==> src/rtl/bus_seq_pkg.sv <==
// Shared kinds, status codes and helpers for the bus cycle sequencer.
// Assumes kind codes 0..4 are the only legal ones.
package bus_seq_pkg;

    typedef enum logic [2:0] {
        K_FETCH = 3'd0,
        K_MRD   = 3'd1,
        K_MWR   = 3'd2,
        K_IORD  = 3'd3,
        K_IOWR  = 3'd4
    } kind_e;

    // True when the code names a supported cycle kind
    function automatic logic kind_legal(input logic [2:0] k);
        return (k <= 3'd4);
    endfunction

    // True for kinds that drive the read strobe
    function automatic logic kind_reads(input logic [2:0] k);
        return (k == K_FETCH) || (k == K_MRD) || (k == K_IORD);
    endfunction

    // True for kinds that drive the write strobe
    function automatic logic kind_writes(input logic [2:0] k);
        return (k == K_MWR) || (k == K_IOWR);
    endfunction

    // True for port-space kinds
    function automatic logic kind_is_io(input logic [2:0] k);
        return (k == K_IORD) || (k == K_IOWR);
    endfunction

    // Status triple {io/mem, s1, s0} for a kind
    function automatic logic [2:0] kind_status(input logic [2:0] k);
        logic [2:0] s;
        case (k)
            K_FETCH: s = 3'b011;
            K_MRD:   s = 3'b010;
            K_MWR:   s = 3'b001;
            K_IORD:  s = 3'b110;
            K_IOWR:  s = 3'b101;
            default: s = 3'b000;
        endcase
        return s;
    endfunction

endpackage

==> src/rtl/bus_tstate_ctrl.sv <==
// T-state counter: steps T1..Tn, two clocks per T-state (phase 0 early
// half, phase 1 late half), flags the final clock of a cycle.
// Assumes start is only meaningful while idle; cyc_len is stable in a cycle.
module bus_tstate_ctrl #(
    parameter int MAX_T = 4,
    localparam int TW   = $clog2(MAX_T + 1)
) (
    input  logic          clk,
    input  logic          rst_n,
    input  logic          start,
    input  logic [TW-1:0] cyc_len,
    output logic [TW-1:0] tnum,
    output logic          phase,
    output logic          last
);

    logic active;

    assign active = (tnum != '0);
    assign last   = active && phase && (tnum == cyc_len);

    // Advance half-T phase and T-state number, return to idle after the last
    always_ff @(posedge clk) begin
        if (!rst_n) begin
            tnum  <= '0;
            phase <= 1'b0;
        end else if (!active) begin
            if (start) begin
                tnum  <= TW'(1);
                phase <= 1'b0;
            end
        end else begin
            phase <= ~phase;
            if (phase) begin
                if (tnum == cyc_len) tnum <= '0;
                else                 tnum <= tnum + TW'(1);
            end
        end
    end

    assert_done_then_idle_R10: assert property (@(posedge clk) disable iff (!rst_n)
        last |=> (tnum == '0));

    assert_half_steps_R1: assert property (@(posedge clk) disable iff (!rst_n)
        (active && !last) |=> (phase != $past(phase)));

endmodule

==> src/rtl/bus_strobe_gen.sv <==
// Decodes T-state and phase into the bus strobes, the shared-byte enable,
// the address/data select and the read capture pulse.
// Assumes strobe timing sits in T1..T3; later T-states are strobe-free.
module bus_strobe_gen #(
    parameter int TW = 3
) (
    input  logic          clk,
    input  logic          rst_n,
    input  logic [TW-1:0] tnum,
    input  logic          phase,
    input  logic          rd_kind,
    input  logic          wr_kind,
    output logic          ale,
    output logic          rd_n,
    output logic          wr_n,
    output logic          ad_oe,
    output logic          sel_addr,
    output logic          capture
);

    logic in_t1, in_t2, in_t3;
    logic strobe_win;

    assign in_t1 = (tnum == TW'(1));
    assign in_t2 = (tnum == TW'(2));
    assign in_t3 = (tnum == TW'(3));
    // Strobe window: all of T2 plus the early half of T3
    assign strobe_win = in_t2 || (in_t3 && !phase);

    // Combine window with kind into the pin-level controls
    always_comb begin
        ale      = in_t1 && !phase;
        sel_addr = in_t1 && !phase;
        rd_n     = !(rd_kind && strobe_win);
        wr_n     = !(wr_kind && strobe_win);
        ad_oe    = (in_t1 && !phase) || (wr_kind && strobe_win);
        capture  = rd_kind && in_t3 && !phase;
    end

    assert_strobe_excl_R5: assert property (@(posedge clk) disable iff (!rst_n)
        !(!rd_n && !wr_n));

    assert_no_drive_in_read_R5: assert property (@(posedge clk) disable iff (!rst_n)
        !rd_n |-> !ad_oe);

    assert_ale_pulse_R3: assert property (@(posedge clk) disable iff (!rst_n)
        ale |=> !ale);

    assert_ale_drives_addr_R3: assert property (@(posedge clk) disable iff (!rst_n)
        ale |-> ad_oe);

endmodule

==> src/rtl/bus_req_path.sv <==
// Request latch and data path: holds the accepted request, forms the
// address bytes and status, muxes the shared byte and captures read data.
// Assumes the address is exactly two data bytes wide.
module bus_req_path
    import bus_seq_pkg::*;
#(
    parameter int ADDR_W = 16,
    parameter int DATA_W = 8
) (
    input  logic              clk,
    input  logic              rst_n,
    input  logic              start,
    input  logic              active,
    input  logic [2:0]        req_kind,
    input  logic [ADDR_W-1:0] req_addr,
    input  logic [DATA_W-1:0] req_wdata,
    input  logic              sel_addr,
    input  logic              capture,
    input  logic [DATA_W-1:0] ad_in,
    output logic [2:0]        kind_q,
    output logic [DATA_W-1:0] addr_hi,
    output logic [DATA_W-1:0] ad_out,
    output logic [2:0]        status,
    output logic [DATA_W-1:0] rdata
);

    logic [ADDR_W-1:0] addr_q;
    logic [DATA_W-1:0] wdata_q;
    logic [DATA_W-1:0] lo_byte;

    // Latch the request when a cycle is accepted
    always_ff @(posedge clk) begin
        if (!rst_n) begin
            kind_q  <= 3'd0;
            addr_q  <= '0;
            wdata_q <= '0;
        end else if (start) begin
            kind_q  <= req_kind;
            addr_q  <= req_addr;
            wdata_q <= req_wdata;
        end
    end

    // Capture the shared byte in the final read-strobe clock
    always_ff @(posedge clk) begin
        if (!rst_n)       rdata <= '0;
        else if (capture) rdata <= ad_in;
    end

    // Form address bytes, status and the outgoing shared byte
    always_comb begin
        lo_byte = addr_q[DATA_W-1:0];
        if (!active) begin
            addr_hi = '0;
            status  = 3'b000;
        end else begin
            addr_hi = kind_is_io(kind_q) ? lo_byte : addr_q[ADDR_W-1:DATA_W];
            status  = kind_status(kind_q);
        end
        ad_out = sel_addr ? lo_byte : wdata_q;
    end

    assert_status_stable_R2: assert property (@(posedge clk) disable iff (!rst_n)
        (active && $past(active)) |-> $stable(status));

    assert_addr_stable_R11: assert property (@(posedge clk) disable iff (!rst_n)
        (active && $past(active)) |-> $stable(addr_hi));

endmodule

==> src/rtl/bus_cycle_seq.sv <==
// Top of the multiplexed bus cycle sequencer. Accepts a request while idle,
// runs its T-states on the bus pins and pulses done on the final clock.
// Assumes the requester drops req_valid once it sees done.
module bus_cycle_seq
    import bus_seq_pkg::*;
#(
    parameter int ADDR_W   = 16,
    parameter int DATA_W   = 8,
    parameter int FETCH_T  = 4,
    parameter int XFER_T   = 3,
    localparam int TW      = $clog2(FETCH_T + 1)
) (
    input  logic              clk,
    input  logic              rst_n,
    input  logic              req_valid,
    input  logic [2:0]        req_kind,
    input  logic [ADDR_W-1:0] req_addr,
    input  logic [DATA_W-1:0] req_wdata,
    output logic [DATA_W-1:0] rsp_rdata,
    output logic              rsp_done,
    output logic [DATA_W-1:0] bus_addr_hi,
    output logic [DATA_W-1:0] bus_ad_out,
    output logic              bus_ad_oe,
    input  logic [DATA_W-1:0] bus_ad_in,
    output logic              bus_ale,
    output logic              bus_rd_n,
    output logic              bus_wr_n,
    output logic [2:0]        bus_status
);

    logic [TW-1:0] tnum;
    logic          phase;
    logic          last;
    logic          active;
    logic          start;
    logic [2:0]    kind_q;
    logic [TW-1:0] cyc_len;
    logic          sel_addr;
    logic          capture;

    // Accept only legal kinds while idle; length follows the latched kind
    assign active  = (tnum != '0);
    assign start   = req_valid && !active && kind_legal(req_kind);
    assign cyc_len = (kind_q == K_FETCH) ? TW'(FETCH_T) : TW'(XFER_T);
    assign rsp_done = last;

    bus_tstate_ctrl #(.MAX_T(FETCH_T)) u_ctrl (
        .clk     (clk),
        .rst_n   (rst_n),
        .start   (start),
        .cyc_len (cyc_len),
        .tnum    (tnum),
        .phase   (phase),
        .last    (last)
    );

    bus_strobe_gen #(.TW(TW)) u_strobe (
        .clk      (clk),
        .rst_n    (rst_n),
        .tnum     (tnum),
        .phase    (phase),
        .rd_kind  (kind_reads(kind_q)),
        .wr_kind  (kind_writes(kind_q)),
        .ale      (bus_ale),
        .rd_n     (bus_rd_n),
        .wr_n     (bus_wr_n),
        .ad_oe    (bus_ad_oe),
        .sel_addr (sel_addr),
        .capture  (capture)
    );

    bus_req_path #(.ADDR_W(ADDR_W), .DATA_W(DATA_W)) u_path (
        .clk       (clk),
        .rst_n     (rst_n),
        .start     (start),
        .active    (active),
        .req_kind  (req_kind),
        .req_addr  (req_addr),
        .req_wdata (req_wdata),
        .sel_addr  (sel_addr),
        .capture   (capture),
        .ad_in     (bus_ad_in),
        .kind_q    (kind_q),
        .addr_hi   (bus_addr_hi),
        .ad_out    (bus_ad_out),
        .status    (bus_status),
        .rdata     (rsp_rdata)
    );

    assert_idle_quiet_R9: assert property (@(posedge clk) disable iff (!rst_n)
        !active |-> (bus_rd_n && bus_wr_n && !bus_ale && !bus_ad_oe && !rsp_done));

    assert_done_pulse_R10: assert property (@(posedge clk) disable iff (!rst_n)
        rsp_done |=> !rsp_done);

    assert_t4_quiet_R8: assert property (@(posedge clk) disable iff (!rst_n)
        (tnum == TW'(4)) |-> (bus_rd_n && bus_wr_n && !bus_ale && !bus_ad_oe));

endmodule

==> config.mk <==
export PLATFORM = sky130hd
export DESIGN_NAME = bus_cycle_seq
export DESIGN_NICKNAME = d
export VERILOG_FILES = /design/src/rtl/bus_seq_pkg.sv /design/src/rtl/bus_tstate_ctrl.sv /design/src/rtl/bus_strobe_gen.sv /design/src/rtl/bus_req_path.sv /design/src/rtl/bus_cycle_seq.sv
export SDC_FILE = /design/constraint.sdc
export NUM_CORES = 1
export LEC_CHECK = 0
export BUFFER_PORTS_ARGS = -buffer_cell sky130_fd_sc_hd__buf_4
export CAP_MARGIN = 0
export CORE_MARGIN = 4
export CORE_UTILIZATION = 53
export CTS_CLUSTER_SIZE = 20
export DETAILED_ROUTE_END_ITERATION = 8
export PLACE_DENSITY = 0.9
export SETUP_SLACK_MARGIN = 0.05
export SYNTH_ARGS = -nofsm -noshare
export SYNTH_HDL_FRONTEND = slang
export SYNTH_SLANG_ARGS = --single-unit
==> constraint.sdc <==
create_clock -name clk -period 3.25 [get_ports clk]
set_clock_uncertainty 0.15 [all_clocks]
set_input_delay 0.325 -clock clk [delete_from_list [all_inputs] [get_ports clk]]
set_output_delay 0.325 -clock clk [all_outputs]
set_load 0.02 [all_outputs]
==> metrics.md, run 1 <==
| Metric | Value |
|---|---|
| Status | completed |
| Initial cell density of the core | 55.46% |
| Crit start category | flip-flop |
| Row count | 22 |
| I/O Buffers | 69 |
| DRC | 0 |
| First-pass GRT wire length | 9.528 mm |
| Wire per inst | 16.29 µm |
| Slowest-stage cell, CP | dfxtp_1 |
| Total power | 1161 µW |
| WS Path Type | flip-flop to output pin |
| Fraction of registers with async set/reset | 0% |
| Max_cap viols | 0 |
| Reg2reg setup slack | 0.88 ns |
| Setup TNS Final | 0 ns |
| Total Die Area | 4918 µm² |
| Fmax | 0.3936 GHz |
| Final setup fails | 0 |
| Routed vias | 2168 |
| Die Height | 70.13 µm |
| Antenna diode count | 0 |
| Logic pwr share | 23.5% |
| Final period utilization | 78.18% |
| Slew margin rel. | 19.45% |
| Slew Viols, Final | 0 |
| Final net count | 348 |
| Actual slew at the worst max-slew pin | 1.207 ns |
| Vias per inst | 6.124 |
| CP cell instances | nor3b_2, o21ai_0, a21oi_1, buf_4 |
| Post-Synth XOR/XNOR Area | 0.8563% |
| Post-synthesis mux area share | 4.893% |
| Reg-to-Reg Start | u_ctrl.tnum[0] |
| Area share of fa/ha/maj cells after synthesis | 3.058% |
| Compound-Gate Fraction of Synth Area | 26.73% |
| Final ANT Viol Nets | 0 |
| Mean Syn Cell Area | 8.086 µm² |
| Setup repair bufs after CTS | 0 |
| Sw power | 348.0 µW |
| Synthesized instance count | 253 |
| Flop pwr share | 45.9% |
| Hold EP | u_path.addr_q[2] |
| Hold Crit Start | req_addr[2] |
| DP Wirelength | 3.944 mm |
| Final worst path period need | 2.541 ns |
| Simple-gate share of the synthesized area | 19.27% |
| Critical Path End Type | output pin |
| Synth Warn # | 0 |
| Max stage delay on crit path | 0.70 ns |
| Post-synth top area cell | dfxtp_1 |
| Vias in the first global route | 1999 |
| Area Overhead vs Synth | 28.13% |
| Clk pwr share | 30.6% |
| P_leak | 0.001027 µW |
| Gr usage total | 23.64% |
| FF-to-FF path depth | 5 |
| Synth cell count leaders | 45 x a21oi_1, 39 x dfxtp_1, 37 x nand3_1, 37 x o21ai_0, 16 x clkbuf_1 |
| Switching Fraction | 29.96% |
| RSZ-0062 raised after global routing | no |
| Hold crit path type | primary input to flip-flop |
| Synthesized area | 2046 µm² |
| Worst Path Max Fanout | 18 |
| PostCTS Resize Cnt | 0 |
| Clk sink count | 39 |
| Final Hold Vio Count | 0 |
| Crit. Startpoint | u_path.kind_q[2] |
| Yosys cell types | 36 |
| Worst-path clk slew | 0.08 ns |
| Post-Syn Nets | 296 |
| Pre-Repair DR Iteration Count | 5 |
| Req. time, crit path | 2.77 ns |
| CTS tree | built |
| Max Root-Sink Buffers | 2 |
| Hold buffers post-CTS | 0 |
| Iter 0 DRT Violations | 280 |
| Worst Path Buf+Inv | 1 |
| Share of layout cells above drive strength 1 | 29.74% |
| Final GP Congestion | 0.9138 |
| Synth Flop Type | dfxtp_1 |
| Maximum vdd drop | 266.2 µV |
| Root buffer cell | clkbuf_8 |
| Count leader, synth | a21oi_1 |
| Post-synthesis register bit count | 39 |
| Hold_ws | 0.1354 ns |
| Largest net degree at the start of global routing | 39 |
| Post-synth EDFFs | 0 |
| # H-tree levels | 2 |
| Initial antenna violation count | 0 |
| Top post-synthesis cells by area | dfxtp_1 38%, a21oi_1 11%, nand3_1 9.1%, o21ai_0 9.1%, mux2_2 4.4% |
| Main combinational cell family by area after synthesis | compound AO/OA/AOI/OAI gates |
| Width of the die | 70.13 µm |
| Worst Hold Depth | 3 |
| R2R Path End | u_ctrl.tnum[0] |
| Crit path DAT | 2.07 ns |
| Critical path's top delay family | flip-flops |
| # IOs | 70 |
| Core outline area | 3689 µm² |
| Total wire length | 5.766 mm |
| GRT overflow | 0 |
| PwrDens | 443.1 nW/µm² |
| Clock Latency Late Sink | 0.29 ns |
| Register area share after synthesis | 38.17% |
| Int Pwr | 813.5 µW |
| Top-area cell type share of the netlist area | 38.17% |
| Finished Core Util | 71.07% |
| Number of buffers created by CTS | 5 |
==> power groups by stage <==
stage / Clock, µW / Combinational (µW) / Sequential (µW)
floorplan: 0 / 183 / 528
global placement: 0 / 265 / 541
detailed placement: 0 / 271 / 542
CTS: 357 / 272 / 531
global route: 379 / 296 / 536
finish: 355 / 273 / 533
==> logic make-up (layout without fill, tap and decap cells) <==
| kind of cell | count (synthesis) | count (layout) |
|---|---|---|
| fa+ha+maj | 5 | 5 |
| xor+xnor | 2 | 2 |
| compound gates | 99 | 99 |
| buf+inv | 32 | 85 |
| mux | 9 | 9 |
| simple gates | 67 | 67 |
| flops | 39 | 39 |
==> sequential cells by signal (all words and copies together), names as in the netlist <==
signal	flops
u_ctrl.tnum	3
u_path.addr_q	16
u_ctrl.phase	1
u_path.rdata	8
u_path.kind_q	3
u_path.wdata_q	8
==> metal layers <==
| metal | vias to the layer above | global-route usage, % | wire length, µm |
|---|---|---|---|
| met2 | 94 | 38.09 | 2816 |
| met1 | 1034 | 30.42 | 2420 |
| met3 | 9 | 6.763 | 447 |
| li1 | 1031 | - | - |
| met4 | 0 | 7.447 | 82 |
| met5 | - | 0 | 0 |
==> stage by stage <==
stage / setup slack [ns] / area [µm²] / instances
5_1_grt: 0.5254 / 2621 / 354
6_report: 0.7091 / 2621 / 354
3_3_place_gp: 1.059 / 2521 / 346
4_1_cts: 0.7208 / 2621 / 354
3_5_place_dp: 0.9227 / 2521 / 346
2_1_floorplan: 1.182 / 2046 / 253
==> layout make-up <==
class / count / area [µm²]
flip-flops and latches: 39 / 780.7
well taps: 48 / 60.06
clock buffers: 8 / 100.1
fillers: 316 / 1067
multi-input cells: 182 / 1125
repair buffers: 71 / 533.0
inverters: 6 / 22.52
==> cells in the final DEF (no fill, tap or decap), types with 2 or more instances in the layout <==
cell type | Yosys | layout
a211oi_1 | 2 | 2
a21oi_1 | 45 | 45
and3b_1 | 3 | 3
buf_4 | 2 | 71
clkbuf_8 | 0 | 7
dfxtp_1 | 39 | 39
ha_1 | 5 | 5
inv_1 | 4 | 4
mux2_2 | 8 | 8
nand2_1 | 2 | 2
nand2b_1 | 5 | 5
nand3_1 | 37 | 37
nand4_1 | 8 | 8
nor2b_1 | 3 | 3
nor3_1 | 2 | 2
o21ai_0 | 37 | 36
o31ai_1 | 9 | 9
xnor2_1 | 2 | 2
==> worst max-delay path by stage <==
stage                           endpoint  slack, ns  depth (start not counted)
after floorplan            bus_status[1]       1.18                          5
after detailed placement  u_ctrl.tnum[0]       0.92                          5
after global routing      bus_addr_hi[0]       0.53                          4
after global placement    u_ctrl.tnum[0]       1.06                          5
after CTS                 bus_addr_hi[6]       0.72                          4
final                     bus_addr_hi[1]       0.71                          4
==> worst min-delay path, stage by stage <==
cell and delay (ns):
buf_4 0.11, nand3_1 0.05, a21oi_1 0.05
Note: power is estimated with default switching activity, not from simulation.
==> run 2, diff against run 1 <==
ABC_AREA = 1   (was unset)
CORE_UTILIZATION = 44   (was 53)
PLACE_DENSITY = 0.82   (was 0.9)
clock period = 2.3 ns   (was 3.25 ns; I/O delays follow)
==> run 2 against run 1 <==
Final cell count up 8.2%. Clock-buffer cell count down 3. Hold slack worse by 0.12 ns. Core utilization down 9.9 points. Synthesized cell count up 4.7%. Register-to-register slack worse by 0.48 ns. Largest cell class unchanged. Sequential power up 43%.
==> metrics.md, run 2 <==
| Metric | Value |
|---|---|
| Reg-to-Reg Start | u_ctrl.tnum[0] |
| Share of layout cells above drive strength 1 | 27.93% |
| Grt peak-use layer | met2 |
| Total wire length | 4.766 mm |
| Setup TNS Final | 0 ns |
| Worst Hold Depth | 3 |
| Max stage delay on crit path | 0.40 ns |
| Vias in the first global route | 1787 |
| Status | completed |
| End point of the critical path | bus_ad_out[5] |
| Die Height | 72.63 µm |
| Post-Syn Nets | 308 |
| Slew margin rel. | 76.79% |
| Antenna diode count | 0 |
| Compound-Gate Fraction of Synth Area | 15.93% |
| Top-area cell type share of the netlist area | 42.48% |
| Biggest register | u_path.addr_q |
| Req. time, crit path | 1.92 ns |
| Mean Syn Cell Area | 6.936 µm² |
| WS Path Type | flip-flop to output pin |
| Final worst path period need | 2.164 ns |
| Post-Synth XOR/XNOR Area | 0% |
| RSZ-0062 raised after global routing | yes |
| I/O Buffers | 69 |
| PwrDens | 698.1 nW/µm² |
| Final net count | 375 |
| Iter 0 DRT Violations | 97 |
| Number of buffers created by CTS | 5 |
| Wire per inst | 12.44 µm |
| Crit path DAT | 1.78 ns |
| Post-synth EDFFs | 0 |
| Root buffer cell | clkbuf_8 |
| DP Wirelength | 3.513 mm |
| Area share of fa/ha/maj cells after synthesis | 3.404% |
| Register area share after synthesis | 42.48% |
| Critical path's top delay family | buffers and inverters |
| First-pass GRT wire length | 7.755 mm |
| PostCTS Resize Cnt | 0 |
| Row count | 23 |
| Fillcell total | 380 |
| Top post-synthesis cells by area | dfxtp_1 42%, nor2_1 19%, o21ai_0 10%, nand2_1 7.4%, ha_1 3.4% |
| Synthesized area | 1838 µm² |
| Pre-Repair DR Iteration Count | 5 |
| Slowest-stage cell, CP | dfxtp_1 |
| Final period utilization | 94.09% |
| Grt met1 use | 23.12% |
| Crit. Startpoint | u_ctrl.tnum[1] |
| Largest net degree at the start of global routing | 40 |
| Max_cap viols | 0 |
| Highest-count cells in the layout ignoring fill and taps | 93 x nor2_1, 69 x buf_4, 39 x dfxtp_1, 36 x o21ai_0, 36 x nand2_1 |
| Crit start category | flip-flop |
| Leading cell type in the layout, fill and taps excluded | nor2_1 |
| # H-tree levels | 2 |
| Total Die Area | 5275 µm² |
| Reg2reg setup slack | 0.40 ns |
| Clock Latency Late Sink | 0.30 ns |
| Maximum vdd drop | 298.4 µV |
| Setup repair bufs after CTS | 0 |
| Met3 GRT Util | 4.270% |
| Core outline area | 4029 µm² |
| Worst Path Buf+Inv | 3 |
| CTS tree | built |
| Worst Path Max Fanout | 11 |
| Yosys cell types | 25 |
| Max Root-Sink Buffers | 2 |
| Worst-path clk slew | 0.08 ns |
| FF-to-FF path depth | 8 |
| Gr usage total | 18.60% |
| Synth Warn # | 0 |
| Vias per inst | 4.984 |
| Count leader, synth | nor2_1 |
| Slew Viols, Final | 0 |
| Area Overhead vs Synth | 34.17% |
| Synth cell count leaders | 93 x nor2_1, 39 x dfxtp_1, 37 x o21ai_0 |
| Fraction of registers with async set/reset | 0% |
| Clk sink count | 39 |
| Max reg flops | 16 |
| Actual slew at the worst max-slew pin | 0.3481 ns |
| Post-synth top area cell | dfxtp_1 |
| Initial antenna violation count | 0 |
| Largest regs | u_path.addr_q (16), u_path.rdata (8), u_path.wdata_q (8) |
| Synth Flop Type | dfxtp_1 |
| M2 GR Usage | 31.06% |
| # IOs | 70 |
| Fmax | 0.4621 GHz |
| Post-synthesis mux area share | 0% |
| Critical Path End Type | output pin |
| Initial cell density of the core | 45.62% |
| CP cell instances | inv_1, ha_1, nand3_2, clkinvlp_2, nand2_1, nand2_1, buf_4 |
| R2R Path End | u_path.kind_q[0] |
| GRT overflow | 0 |
| P_leak | 0.001138 µW |
| Final setup fails | 0 |
| Routed vias | 1909 |
| Non-filler cells, final | 383 |
| DP Cell Count | 374 |
| Post-synthesis register bit count | 39 |
| Hold buffers post-CTS | 0 |
| Final Hold Vio Count | 0 |
| Crit path depth | 7 |
| Crit-path most repeated cell | nand2_1 |
| Final GP Congestion | 0.8116 |
| DRC | 0 |
| Main combinational cell family by area after synthesis | simple AND/OR/NAND/NOR gates |
| Simple-gate share of the synthesized area | 30.70% |
| Hold crit path type | primary input to flip-flop |
| Final ANT Viol Nets | 0 |
| Synthesized instance count | 265 |
| Width of the die | 72.63 µm |
## run 2: final cells by class
cell class / instances / area (µm²) / share of cell area (%)
Clock buffer: 5 / 68.82 / 2.790
Clock inverter: 3 / 43.79 / 1.776
Inverter: 16 / 67.56 / 2.740
Multi-Input combinational cell: 200 / 919.6 / 37.29
Sequential cell: 39 / 780.7 / 31.66
Tap cell: 50 / 62.56 / 2.537
Timing Repair Buffer: 69 / 518.0 / 21.00
Timing Repair inverter: 1 / 5.005 / 0.2029
## run 2: worst min-delay path by stage
stage	slack (ns)	start	endpoint
finish	0.02	req_addr[0]	u_path.addr_q[0]
global placement	0.31	req_addr[1]	u_path.addr_q[1]
detailed placement	0.32	req_addr[1]	u_path.addr_q[1]
CTS	0.01	req_addr[1]	u_path.addr_q[1]
floorplan	0.21	req_addr[0]	u_path.addr_q[0]
global route	0.02	req_addr[1]	u_path.addr_q[1]
## run 2: worst reg2reg max path, cell delays in order (launching register included)
cell and delay (ns):
dfxtp_1 0.40, inv_1 0.13, ha_1 0.25, nand2_4 0.14
nor2_4 0.05, nand2_4 0.26, inv_4 0.20, nor2_1 0.15
nor2_1 0.06
## run 2: kinds of logic (layout without fill, tap and decap cells)
family / after synthesis / count (layout)
adders and majority gates: 5 / 5
AOI/OAI and AO/OA: 55 / 55
and+or+nand+nor: 140 / 140
buffers and inverters: 26 / 94
DFF: 39 / 39
## run 2: per-layer routing
metal  share of wire (%)  up-vias
met5                   0        -
met4                 2.1        0
met3                 7.3       14
met2                  48       72
met1                  43      846
li1                    -      977
## run 2: per-stage QoR
step	setup slack (ns)	power, µW	area (µm²)	hold WS [ns]	utilization, %
after detailed placement	0.4427	1163	2345	0.3199	58.20
after global placement	0.5337	1154	2345	0.3101	58.20
after CTS	0.1158	1731	2457	0.01179	60.99
after floorplan	0.5311	1021	1838	0.2140	-
final	0.1359	1722	2466	0.01894	61.21
after global routing	0.03835	1815	2466	0.01609	61.21
## run 2: where the power goes
part / switching, µW / internal [µW]
registers: 37.0 / 724
logic: 230 / 160
clock network: 248 / 323
